[src/rtl/i2cm_pkg.sv]
package i2cm_pkg;
  localparam int REGW = 10;
  localparam int NIRQ = 10;

  localparam logic [3:0] RA_CTRL   = 4'd0;
  localparam logic [3:0] RA_STAT   = 4'd1;
  localparam logic [3:0] RA_TARGET = 4'd2;
  localparam logic [3:0] RA_DATA   = 4'd3;
  localparam logic [3:0] RA_COUNT  = 4'd4;
  localparam logic [3:0] RA_ISTAT  = 4'd5;
  localparam logic [3:0] RA_IEN    = 4'd6;
  localparam logic [3:0] RA_IDIS   = 4'd7;

  localparam int CB_RX     = 0;
  localparam int CB_MASTER = 1;
  localparam int CB_NORMAL = 2;
  localparam int CB_ACK    = 3;
  localparam int CB_HOLD   = 4;
  localparam int CB_FLUSH  = 6;

  localparam int IB_COMP = 0;
  localparam int IB_DATA = 1;
  localparam int IB_NACK = 2;
  localparam int IB_TMO  = 3;
  localparam int IB_SRDY = 4;
  localparam int IB_ROVF = 5;
  localparam int IB_TOVF = 6;
  localparam int IB_RUNF = 7;
  localparam int IB_ARB  = 9;

  localparam int SB_RXV = 5;
  localparam int SB_ACT = 8;
endpackage

[src/rtl/i2cm_fifo.sv]
module i2cm_fifo #(
  parameter int DEPTH = 16,
  parameter int W = 8,
  localparam int AW = $clog2(DEPTH),
  localparam int CW = AW + 1
) (
  input  logic          clk,
  input  logic          rst,
  input  logic          flush,
  input  logic          push,
  input  logic          pop,
  input  logic [W-1:0]  wdata,
  output logic [W-1:0]  head,
  output logic [CW-1:0] count,
  output logic          empty,
  output logic          full,
  output logic          ovf,
  output logic          unf
);
  // DEPTH must be a power of two: pointers wrap naturally.
  logic [W-1:0]  mem [DEPTH];
  logic [AW-1:0] wp, rp;
  logic          do_push, do_pop;

  assign empty   = (count == '0);
  assign full    = (count == CW'(DEPTH));
  assign do_push = push && !full;
  assign do_pop  = pop && !empty;
  assign ovf     = push && full;
  assign unf     = pop && empty;
  assign head    = mem[rp];

  // storage without reset so it maps onto RAM
  always_ff @(posedge clk) begin
    if (do_push) mem[wp] <= wdata;
  end

  always_ff @(posedge clk) begin
    if (rst || flush) begin
      wp    <= '0;
      rp    <= '0;
      count <= '0;
    end else begin
      if (do_push) wp <= wp + 1'b1;
      if (do_pop)  rp <= rp + 1'b1;
      case ({do_push, do_pop})
        2'b10:   count <= count + 1'b1;
        2'b01:   count <= count - 1'b1;
        default: ;
      endcase
    end
  end

  assert_no_overflow_R4: assert property (@(posedge clk) disable iff (rst)
    count <= CW'(DEPTH));
  assert_full_drops_R4: assert property (@(posedge clk) disable iff (rst)
    (push && full && !pop && !flush) |=> full);
endmodule

[src/rtl/i2cm_irq.sv]
module i2cm_irq #(
  parameter int N = 10
) (
  input  logic         clk,
  input  logic         rst,
  input  logic [N-1:0] set_ev,
  input  logic         clr_wr,
  input  logic         en_wr,
  input  logic         dis_wr,
  input  logic [N-1:0] wdata,
  output logic [N-1:0] status,
  output logic [N-1:0] mask,
  output logic         irq
);
  always_ff @(posedge clk) begin
    if (rst) begin
      status <= '0;
      mask   <= '0;
      irq    <= 1'b0;
    end else begin
      status <= (status & ~(clr_wr ? wdata : '0)) | set_ev;
      if (en_wr)       mask <= mask | wdata;
      else if (dis_wr) mask <= mask & ~wdata;
      irq <= |(status & mask);
    end
  end

  assert_w1c_R9: assert property (@(posedge clk) disable iff (rst)
    (clr_wr && wdata[0] && !set_ev[0]) |=> !status[0]);
  assert_event_wins_R9: assert property (@(posedge clk) disable iff (rst)
    set_ev[1] |=> status[1]);
  assert_enable_sets_R10: assert property (@(posedge clk) disable iff (rst)
    (en_wr && wdata[2]) |=> mask[2]);
  assert_masked_quiet_R10: assert property (@(posedge clk) disable iff (rst)
    (mask == '0) |=> !irq);
endmodule

[src/rtl/i2cm_seq.sv]
module i2cm_seq #(
  parameter int CNTW = 8,
  parameter int FCW = 5
) (
  input  logic            clk,
  input  logic            rst,
  input  logic            start,
  input  logic            launch,
  input  logic            rx,
  input  logic            hold,
  input  logic            host_push,
  input  logic            fifo_empty,
  input  logic            fifo_full,
  input  logic [FCW-1:0]  fifo_cnt,
  input  logic            cnt_wr,
  input  logic [CNTW-1:0] cnt_wdata,
  input  logic            eng_done,
  input  logic            eng_snack,
  output logic            active,
  output logic [CNTW-1:0] rx_left,
  output logic            eng_req,
  output logic            eng_stop,
  output logic            eng_nack,
  output logic            byte_ok,
  output logic            comp_ev,
  output logic            nack_ev
);
  logic last, idle;

  assign last = rx ? (rx_left == CNTW'(1))
                   : ((fifo_cnt == FCW'(1)) && !host_push);
  assign idle = rx ? (rx_left == '0) : fifo_empty;

  assign eng_req  = active && !launch &&
                    (rx ? ((rx_left != '0) && !fifo_full) : !fifo_empty);
  assign eng_stop = last && !hold;
  assign eng_nack = rx && (rx_left == CNTW'(1));
  assign byte_ok  = eng_done && eng_req;
  assign comp_ev  = byte_ok && !eng_snack && last;
  assign nack_ev  = byte_ok && eng_snack;

  always_ff @(posedge clk) begin
    if (rst) begin
      active  <= 1'b0;
      rx_left <= '0;
    end else begin
      if (cnt_wr) rx_left <= cnt_wdata;
      if (start) begin
        active <= 1'b1;
      end else if (byte_ok) begin
        if (eng_snack) begin
          active <= 1'b0;
        end else begin
          if (rx) rx_left <= rx_left - 1'b1;
          if (last && !hold) active <= 1'b0;
        end
      end else if (active && !hold && idle && !launch) begin
        active <= 1'b0;
      end
    end
  end

  assert_count_steps_R5: assert property (@(posedge clk) disable iff (rst)
    (byte_ok && rx && !eng_snack) |=> (rx_left == $past(rx_left) - 1'b1));
  assert_hold_keeps_bus_R8: assert property (@(posedge clk) disable iff (rst)
    (byte_ok && last && hold && !eng_snack && !start) |=> active);
  assert_release_at_end_R3: assert property (@(posedge clk) disable iff (rst)
    (byte_ok && last && !hold && !start) |=> !active);
  assert_stall_when_full_R13: assert property (@(posedge clk) disable iff (rst)
    (rx && fifo_full) |-> !eng_req);
endmodule

[src/rtl/i2cm_xfer_ctl.sv]
module i2cm_xfer_ctl import i2cm_pkg::*; #(
  parameter int DEPTH = 16,
  parameter int CNTW = 8,
  localparam int FCW = $clog2(DEPTH) + 1,
  localparam int DATA_LVL = DEPTH - 2
) (
  input  logic            clk,
  input  logic            rst,
  input  logic            bus_wr,
  input  logic            bus_rd,
  input  logic [3:0]      bus_addr,
  input  logic [REGW-1:0] bus_wdata,
  output logic [REGW-1:0] bus_rdata,
  output logic            irq,
  output logic            eng_start,
  output logic [9:0]      eng_addr,
  output logic            eng_ten,
  output logic            eng_rx,
  output logic            eng_req,
  output logic [7:0]      eng_txd,
  output logic            eng_stop,
  output logic            eng_nack,
  input  logic            eng_done,
  input  logic [7:0]      eng_rxd,
  input  logic            eng_snack
);
  logic [4:0]      ctrl_q;
  logic [9:0]      tgt_q;
  logic            rx, hold;
  logic            wr_ctrl, wr_tgt, wr_data, rd_data, flush, start;
  logic            host_push, host_pop, rx_push, fifo_push, fifo_pop;
  logic [7:0]      fifo_wdata, fifo_head;
  logic [FCW-1:0]  fifo_cnt;
  logic            fifo_empty, fifo_full, fifo_ovf, fifo_unf;
  logic            active, byte_ok, comp_ev, nack_ev, data_ev;
  logic [CNTW-1:0] rx_left;
  logic [NIRQ-1:0] set_ev, istat, imask;

  assign rx      = ctrl_q[CB_RX];
  assign hold    = ctrl_q[CB_HOLD];
  assign eng_rx  = rx;
  assign wr_ctrl = bus_wr && (bus_addr == RA_CTRL);
  assign wr_tgt  = bus_wr && (bus_addr == RA_TARGET);
  assign wr_data = bus_wr && (bus_addr == RA_DATA);
  assign rd_data = bus_rd && (bus_addr == RA_DATA);
  assign flush   = wr_ctrl && bus_wdata[CB_FLUSH];
  assign start   = wr_tgt && ctrl_q[CB_MASTER];

  assign host_push  = wr_data && !rx;
  assign host_pop   = rd_data && rx;
  assign rx_push    = byte_ok && rx && !eng_snack;
  assign fifo_push  = host_push || rx_push;
  assign fifo_pop   = host_pop || (byte_ok && !rx);
  assign fifo_wdata = rx ? eng_rxd : bus_wdata[7:0];
  assign eng_txd    = fifo_head;
  assign data_ev    = rx_push && !fifo_pop && (fifo_cnt == FCW'(DATA_LVL - 1));

  always_comb begin
    set_ev          = '0;
    set_ev[IB_COMP] = comp_ev;
    set_ev[IB_DATA] = data_ev;
    set_ev[IB_NACK] = nack_ev;
    set_ev[IB_ROVF] = fifo_ovf && rx;
    set_ev[IB_TOVF] = fifo_ovf && !rx;
    set_ev[IB_RUNF] = fifo_unf;
  end

  i2cm_fifo #(.DEPTH(DEPTH), .W(8)) u_fifo (
    .clk(clk), .rst(rst), .flush(flush), .push(fifo_push), .pop(fifo_pop),
    .wdata(fifo_wdata), .head(fifo_head), .count(fifo_cnt),
    .empty(fifo_empty), .full(fifo_full), .ovf(fifo_ovf), .unf(fifo_unf)
  );

  i2cm_seq #(.CNTW(CNTW), .FCW(FCW)) u_seq (
    .clk(clk), .rst(rst), .start(start), .launch(eng_start), .rx(rx),
    .hold(hold), .host_push(host_push), .fifo_empty(fifo_empty),
    .fifo_full(fifo_full), .fifo_cnt(fifo_cnt),
    .cnt_wr(bus_wr && (bus_addr == RA_COUNT)),
    .cnt_wdata(bus_wdata[CNTW-1:0]), .eng_done(eng_done),
    .eng_snack(eng_snack), .active(active), .rx_left(rx_left),
    .eng_req(eng_req), .eng_stop(eng_stop), .eng_nack(eng_nack),
    .byte_ok(byte_ok), .comp_ev(comp_ev), .nack_ev(nack_ev)
  );

  i2cm_irq #(.N(NIRQ)) u_irq (
    .clk(clk), .rst(rst), .set_ev(set_ev),
    .clr_wr(bus_wr && (bus_addr == RA_ISTAT)),
    .en_wr(bus_wr && (bus_addr == RA_IEN)),
    .dis_wr(bus_wr && (bus_addr == RA_IDIS)),
    .wdata(bus_wdata), .status(istat), .mask(imask), .irq(irq)
  );

  always_ff @(posedge clk) begin
    if (rst) begin
      ctrl_q    <= '0;
      tgt_q     <= '0;
      eng_start <= 1'b0;
      eng_addr  <= '0;
      eng_ten   <= 1'b0;
    end else begin
      eng_start <= start;
      if (wr_ctrl) ctrl_q <= bus_wdata[4:0];
      if (wr_tgt) tgt_q <= bus_wdata;
      if (start) begin
        eng_addr <= ctrl_q[CB_NORMAL] ? {3'b000, bus_wdata[6:0]} : bus_wdata;
        eng_ten  <= !ctrl_q[CB_NORMAL];
      end
    end
  end

  always_ff @(posedge clk) begin
    if (rst) begin
      bus_rdata <= '0;
    end else if (bus_rd) begin
      bus_rdata <= '0;
      case (bus_addr)
        RA_CTRL:   bus_rdata <= REGW'(ctrl_q);
        RA_STAT: begin
          bus_rdata[SB_RXV] <= rx && !fifo_empty;
          bus_rdata[SB_ACT] <= active;
        end
        RA_TARGET: bus_rdata <= tgt_q;
        RA_DATA:   bus_rdata <= (rx && !fifo_empty) ? REGW'(fifo_head) : '0;
        RA_COUNT:  bus_rdata <= rx ? REGW'(rx_left) : REGW'(fifo_cnt);
        RA_ISTAT:  bus_rdata <= istat;
        RA_IEN:    bus_rdata <= imask;
        default:   bus_rdata <= '0;
      endcase
    end
  end

  assert_start_from_write_R2: assert property (@(posedge clk) disable iff (rst)
    eng_start |-> $past(bus_wr && (bus_addr == RA_TARGET)));
  assert_no_start_slave_R2: assert property (@(posedge clk) disable iff (rst)
    (wr_tgt && !ctrl_q[CB_MASTER]) |=> !eng_start);
  assert_last_rx_completes_R5: assert property (@(posedge clk) disable iff (rst)
    (byte_ok && rx && !eng_snack && (rx_left == CNTW'(1))) |=> istat[IB_COMP]);
  assert_underflow_flag_R7: assert property (@(posedge clk) disable iff (rst)
    (host_pop && fifo_empty) |=> istat[IB_RUNF]);
  assert_nack_flag_R12: assert property (@(posedge clk) disable iff (rst)
    (byte_ok && eng_snack) |=> (istat[IB_NACK] && !active));
endmodule

[config.mk]
export PLATFORM = sky130hd
export DESIGN_NAME = i2cm_xfer_ctl
export DESIGN_NICKNAME = d
export VERILOG_FILES = /design/src/rtl/i2cm_pkg.sv /design/src/rtl/i2cm_fifo.sv /design/src/rtl/i2cm_irq.sv /design/src/rtl/i2cm_seq.sv /design/src/rtl/i2cm_xfer_ctl.sv
export SDC_FILE = /design/constraint.sdc
export NUM_CORES = 1
export LEC_CHECK = 0
export BUFFER_PORTS_ARGS = -buffer_cell sky130_fd_sc_hd__buf_2
export CORE_MARGIN = 3
export CORE_UTILIZATION = 30
export DETAILED_ROUTE_END_ITERATION = 8
export PLACE_DENSITY_LB_ADDON = 0.1
export SYNTH_ARGS = -nofsm -noshare
export SYNTH_HDL_FRONTEND = slang
export SYNTH_SLANG_ARGS = --single-unit
[constraint.sdc]
create_clock -name clk -period 4 [get_ports clk]
set_input_delay 0.2 -clock clk [delete_from_list [all_inputs] [get_ports clk]]
set_output_delay 0.2 -clock clk [all_outputs]
set_load 0.02 [all_outputs]
# ---- After elaboration in Yosys (flattened, before gate mapping)
# Memory sizes are Yosys's and may differ from the RTL's. A register that Yosys moved wholly into a read port is not among the register bits.
# Cells that the tools add are included.
dict set report classes {
  n_addsub 5
  n_bitwise 7
  mux 30
  n_reduce_logical 58
  n_eq_ne 14
}
# op count
set op_table {}
lappend op_table {{$mux 8} 8}
lappend op_table {{$mux 10} 4}
lappend op_table {{$logic_and 1x1->1} 37}
lappend op_table {{$and 10x10->10} 3}
lappend op_table {{$pmux 5 s6} 1}
lappend op_table {{$not 10->10} 2}
lappend op_table {{$eq 4x3->1 const B} 4}
lappend op_table {{$pmux 1 s6} 2}
lappend op_table {{$mux 1} 10}
lappend op_table {{$or 10x10->10} 1}
lappend op_table {{$or 10x8->10} 1}
lappend op_table {{$pmux 2 s5} 1}
lappend op_table {{$pmux 5 s2} 1}
lappend op_table {{$reduce_or 10->1} 1}
lappend op_table {{$logic_not 1->1} 9}
lappend op_table {{$add 4x1->4 const B} 2}
lappend op_table {{$eq 4x2->1 const B} 2}
lappend op_table {{$eq 8x1->1 const B} 1}
lappend op_table {{$logic_not 8->1} 1}
lappend op_table {{$mux 4} 2}
lappend op_table {{$reduce_bool 8->1} 1}
lappend op_table {{$sub 8x1->8 const B} 1}
lappend op_table {{$add 5x1->5 const B} 1}
lappend op_table {{$eq 5x1->1 const B} 1}
lappend op_table {{other kinds (14)} 17}
dict set report word_totals {
  ff_bits 80
  wordCells 129
  ramBits 128
  n_memories 1
  out_inout_bits 35
  input_bits 28
}
# memory depth word_bits read_ports rd_ports_with_merged_regs write_ports line_no
set memory_table {}
lappend memory_table {u_fifo.mem 16 8 1 1 1 i2cm_fifo.sv:21} ;# logic [W-1:0] mem [DEPTH];

# ---- Logic depth before layout (Yosys ltp)
dict set report depth {
  ltp_word 12
  depth_mapped 11
  mapped_depth_nobuf 11
}

# ---- By module
# From an unflattened synthesis, not the netlist that was laid out.
dict set report hier_totals {
  cells_unflattened 750
  area_unflattened_um2 9490.4
}
# module cells_per_inst seq_area_each_um2 area_each_um2 n_inst
set by_module_without_submodules {}
lappend by_module_without_submodules {i2cm_fifo 331 4184.0 5848.1 1}
lappend by_module_without_submodules {i2cm_xfer_ctl 237 740.7 2087.0 1}
lappend by_module_without_submodules {i2cm_irq 92 420.4 780.7 1}
lappend by_module_without_submodules {i2cm_seq 90 180.2 774.5 1}

# ---- Worst setup path before layout
# Ideal clock, no wire load.
dict set report synth_timing {
  path_type {reg-to-reg}
  from {register u_seq.rx_left[0]}
  to {memory u_fifo.mem[1][0] (enable)}
  setup_ns 0.395
  n_path_buf 0
  t_arrival_ns 2.431
  path_slack_ns 1.174
  stages_incl_launch_ff 8
  synth_period_minus_slack_ns 2.826
  required_ns 3.605
  cell_sequence {dfxtp_1 > inv_1 > ha_1 > nor3b_2 > a2111oi_4 > o21a_4 > inv_6 > nor4_1}
}
dict set report synth_between {
  elab_chain_cells 11
}
# item line_no
set synth_lines {}
lappend synth_lines {{start, declared} i2cm_seq.sv:20} ;# output logic [CNTW-1:0] rx_left,
lappend synth_lines {{start signal, assigned} i2cm_seq.sv:47} ;# if (cnt_wr) rx_left <= cnt_wdata;
lappend synth_lines {{start signal, assigned} i2cm_seq.sv:54} ;# if (rx) rx_left <= rx_left - 1'b1;
lappend synth_lines {{$reduce_bool 8->1} i2cm_seq.sv:35} ;# (rx ? ((rx_left != '0) && !fifo_full) : !fifo_empty);
lappend synth_lines {{$logic_and 1x1->1} i2cm_seq.sv:35}
lappend synth_lines {{$mux 1} i2cm_seq.sv:35}
lappend synth_lines {{$logic_and 1x1->1} i2cm_seq.sv:34} ;# assign eng_req = active && !launch &&
lappend synth_lines {{$logic_and 1x1->1} i2cm_seq.sv:38} ;# assign byte_ok = eng_done && eng_req;
lappend synth_lines {{$logic_and 1x1->1 (2 in series)} i2cm_xfer_ctl.sv:51} ;# assign rx_push = byte_ok && rx && !eng_snack;
lappend synth_lines {{$logic_or 1x1->1} i2cm_xfer_ctl.sv:52} ;# assign fifo_push = host_push || rx_push;
lappend synth_lines {{$logic_and 1x1->1} i2cm_fifo.sv:27} ;# assign do_push = push && !full;
lappend synth_lines {{$mux 1} i2cm_fifo.sv:35} ;# if (do_push) mem[wp] <= wdata;
lappend synth_lines {{$mux 1 (implied by the code)} i2cm_fifo.sv:35}
lappend synth_lines {{end, declared} i2cm_fifo.sv:21}
# Every way passes these cells.

==> impl_metrics.yaml <==
timing:
  tightest_slew_ns: 1.14
  hold_violations: 0
  hold-worst-slack_ns: 0.0631
  drv_slew: 0
  fin_crit_sh_pct: 75.8
  fin_tns_setup_ns: 0
  fin_skew_ns: 0.00968
  rsz0062_at_grt: "no"
  slew_headroom_pct: 23.7
  setup-violations-final: 0
  fin_crit_ns: 3.03
  max_freq_mhz: 330
clocking:
  clkLatencyLatePin_ns: 0.53
  clockBufferDepth: 3
  cts.htree.levels: 1
  ctsResizeCount: 0
  ctsRootBufferMaster: "clkbuf_16"
  cts_buffers: 25
  cts_tree: "built"
  cts_hold_buffers: 3
  clk_pin_slew_ns: 0.06
  post_cts_buffers: 0
  cts.sinks: 212
worst_setup_path:
  reg2reg_slack_ns: 1.00
  end_kind: "output port"
  cp_cell_sequence: "buf_4, mux4_2, a22oi_1, nand2_1, buf_2"
  crit_path_start_kind: "flip-flop"
  critPathSlowestCell: "dfxtp_2"
  cp_max_fo: 20
  crit_arrival_ns: 2.83
  crit_family: "flip-flops"
  critPathMaxStageDelay_ns: 0.81
  path_buf_inv: 2
  cp.required_ns: 3.80
  crit_type: "flip-flop to output port"
global_routing:
  antenna_found_initial: 1
  grt_pass1_vias: 6593
  grt_first_pass_wirelength_um: 43500
  grtUsageTotal_pct: 17.1
  grt_overflow: 0
  grt_max_degree: 56
route:
  avgViaCountPerCell: 5.38
  drcViolationCount: 0
  routed_wl_um: 29200
  drtIter0Drc: 543
  wl_per_cell_um: 24.0
  postRouteAntennaNets: 0
  drt-pass1-iter-count: 5
  vias: 6546
final_layout:
  seq_area_um2: 5530
  antenna_cells: 0
  multiInputGateArea_um2: 3610
  num-fill-cells: 3015
  nNetsFinal: 844
  area_delta_synth_final_pct: 16.9
  final_util_pct: 35.8
  layout-drive-gt1-share_pct: 21.5
logic_synthesis:
  synthAdderAreaFrac_pct: 1.73
  synth-xor-area-share_pct: 0.744
  ys_seq_area_share_pct: 58.7
  syn-instance-count: 754
  syn_nets: 795
  avgSynthCellArea_um2: 12.5
  synth-async-reset-ratio_pct: 0
  synth_area_leaders: "edfxtp_1, dfxtp_1, mux4_2, nand2_1, a21oi_1"
  synthMuxAreaShare_pct: 11.6
  synth-simple-area-share_pct: 13.3
  yosys_warnings: 0
  synth_compound_area_share_pct: 10.9
  synth_top_family_by_area: "simple AND/OR/NAND/NOR gates"
  netlist_area_um2: 9420
  yosysUniqueCellTypes: 72
  synth_commonest_cells: "edfxtp_1, dfxtp_1, nand2_1"
  ys_ff_latch: 212
  ys.flop_type: "edfxtp_1"
  synth_top_area_share_pct: 40.8
  yosysTopAreaCell: "edfxtp_1"
  yosysMostFrequentCell: "edfxtp_1"
  synth_edf_count: 128
min_path:
  min_path_type: "primary input to flip-flop"
power:
  ir_drop_mv: 0.277
  power_density_nw_per_um2: 452
  p_leak_nw: 3.73
floorplan:
  dieArea_um2: 33600
  rows: 64
  core-area_um2: 30700
  die-width_um: 183
  die_h_um: 183
  initial_utilization_pct: 30.6
  ioPinCount: 63
placement:
  io_buffers: 62
  dpl.hpwl_um: 20600
  gp_congestion: 0.813
outcome:
  outcome: "finished clean"
flow_run:
  maxCapViolCount: 0
[state kept, by name, summed over array words and instances, names as in the netlist, 5 cells and up, named ones only]
name / cells
bus_rdata: 10
eng_addr: 10
u_fifo.mem: 128
ctrl_q: 5
u_seq.rx_left: 8
tgt_q: 10
u_irq.status: 10
u_fifo.count: 5
[layout by cell type (no fill, tap or decap), types with 12 or more instances in the layout]
cell type,count
nor2_1,53
edfxtp_1,128
a21oi_1,51
nand3_1,19
mux2i_1,22
buf_2,62
inv_1,14
a22oi_1,22
clkbuf_16,25
mux2_2,12
ha_1,13
dfxtp_1,83
mux4_2,32
nand2_1,74
[worst paths after layout]
| kind | from | end | cells after the start |
|---|---|---|---|
| setup / recovery | flip-flop | eng_txd[1] | 5 |
| hold / removal | bus_wdata[5] | u_irq.status[5] | 2 |
| setup reg to reg | u_seq.rx_left[0] | u_fifo.mem[13][3] | 7 |
| hold reg to reg | u_irq.status[5] | u_irq.status[5] | 2 |
[cells by family after synthesis]
family	after synthesis
and+or+nand+nor	237
DFF	212
AOI/OAI and AO/OA	148
buffers and inverters	69
muxes	67
adders and majority gates	13
xor gates and xnor gates	8
[routing by layer]
metal  wire length, µm  global-route usage, %
met1             13700                   24.7
met4               638                   4.08
met3              1740                   2.96
met2             13200                   27.1
met5                12                      0
[power by group]
| part | leakage [nW] | internal, mW | total, mW | switching, mW |
|---|---|---|---|---|
| combinational | 1.47 | 0.0440 | 0.178 | 0.134 |
| clock | 0.435 | 1.55 | 2.47 | 0.915 |
| sequential | 1.83 | 2.32 | 2.33 | 0.00784 |
[layout make-up]
cell class | count | area share [%]
tap | 396 | 4.50
clock inverter | 16 | 2.28
sequential | 212 | 50.2
clock buffer | 28 | 5.87
multi-input combinational | 473 | 32.8
timing repair buffer | 75 | 3.77
inverter | 16 | 0.591
[through the flow]
stage | worst slack (ns) | cell area, µm² | instances | power (mW)
2_1_floorplan | 1.17 | 9420 | 754 | 2.47
3_3_place_gp | 1.18 | 10100 | 1169 | 2.55
3_5_place_dp | 1.02 | 10100 | 1169 | 2.55
4_1_cts | 0.821 | 11000 | 1216 | 5.04
5_1_grt | 0.724 | 11000 | 1216 | 5.14
6_report | 0.970 | 11000 | 1216 | 4.98
Note: power is estimated with default switching activity, not from simulation.
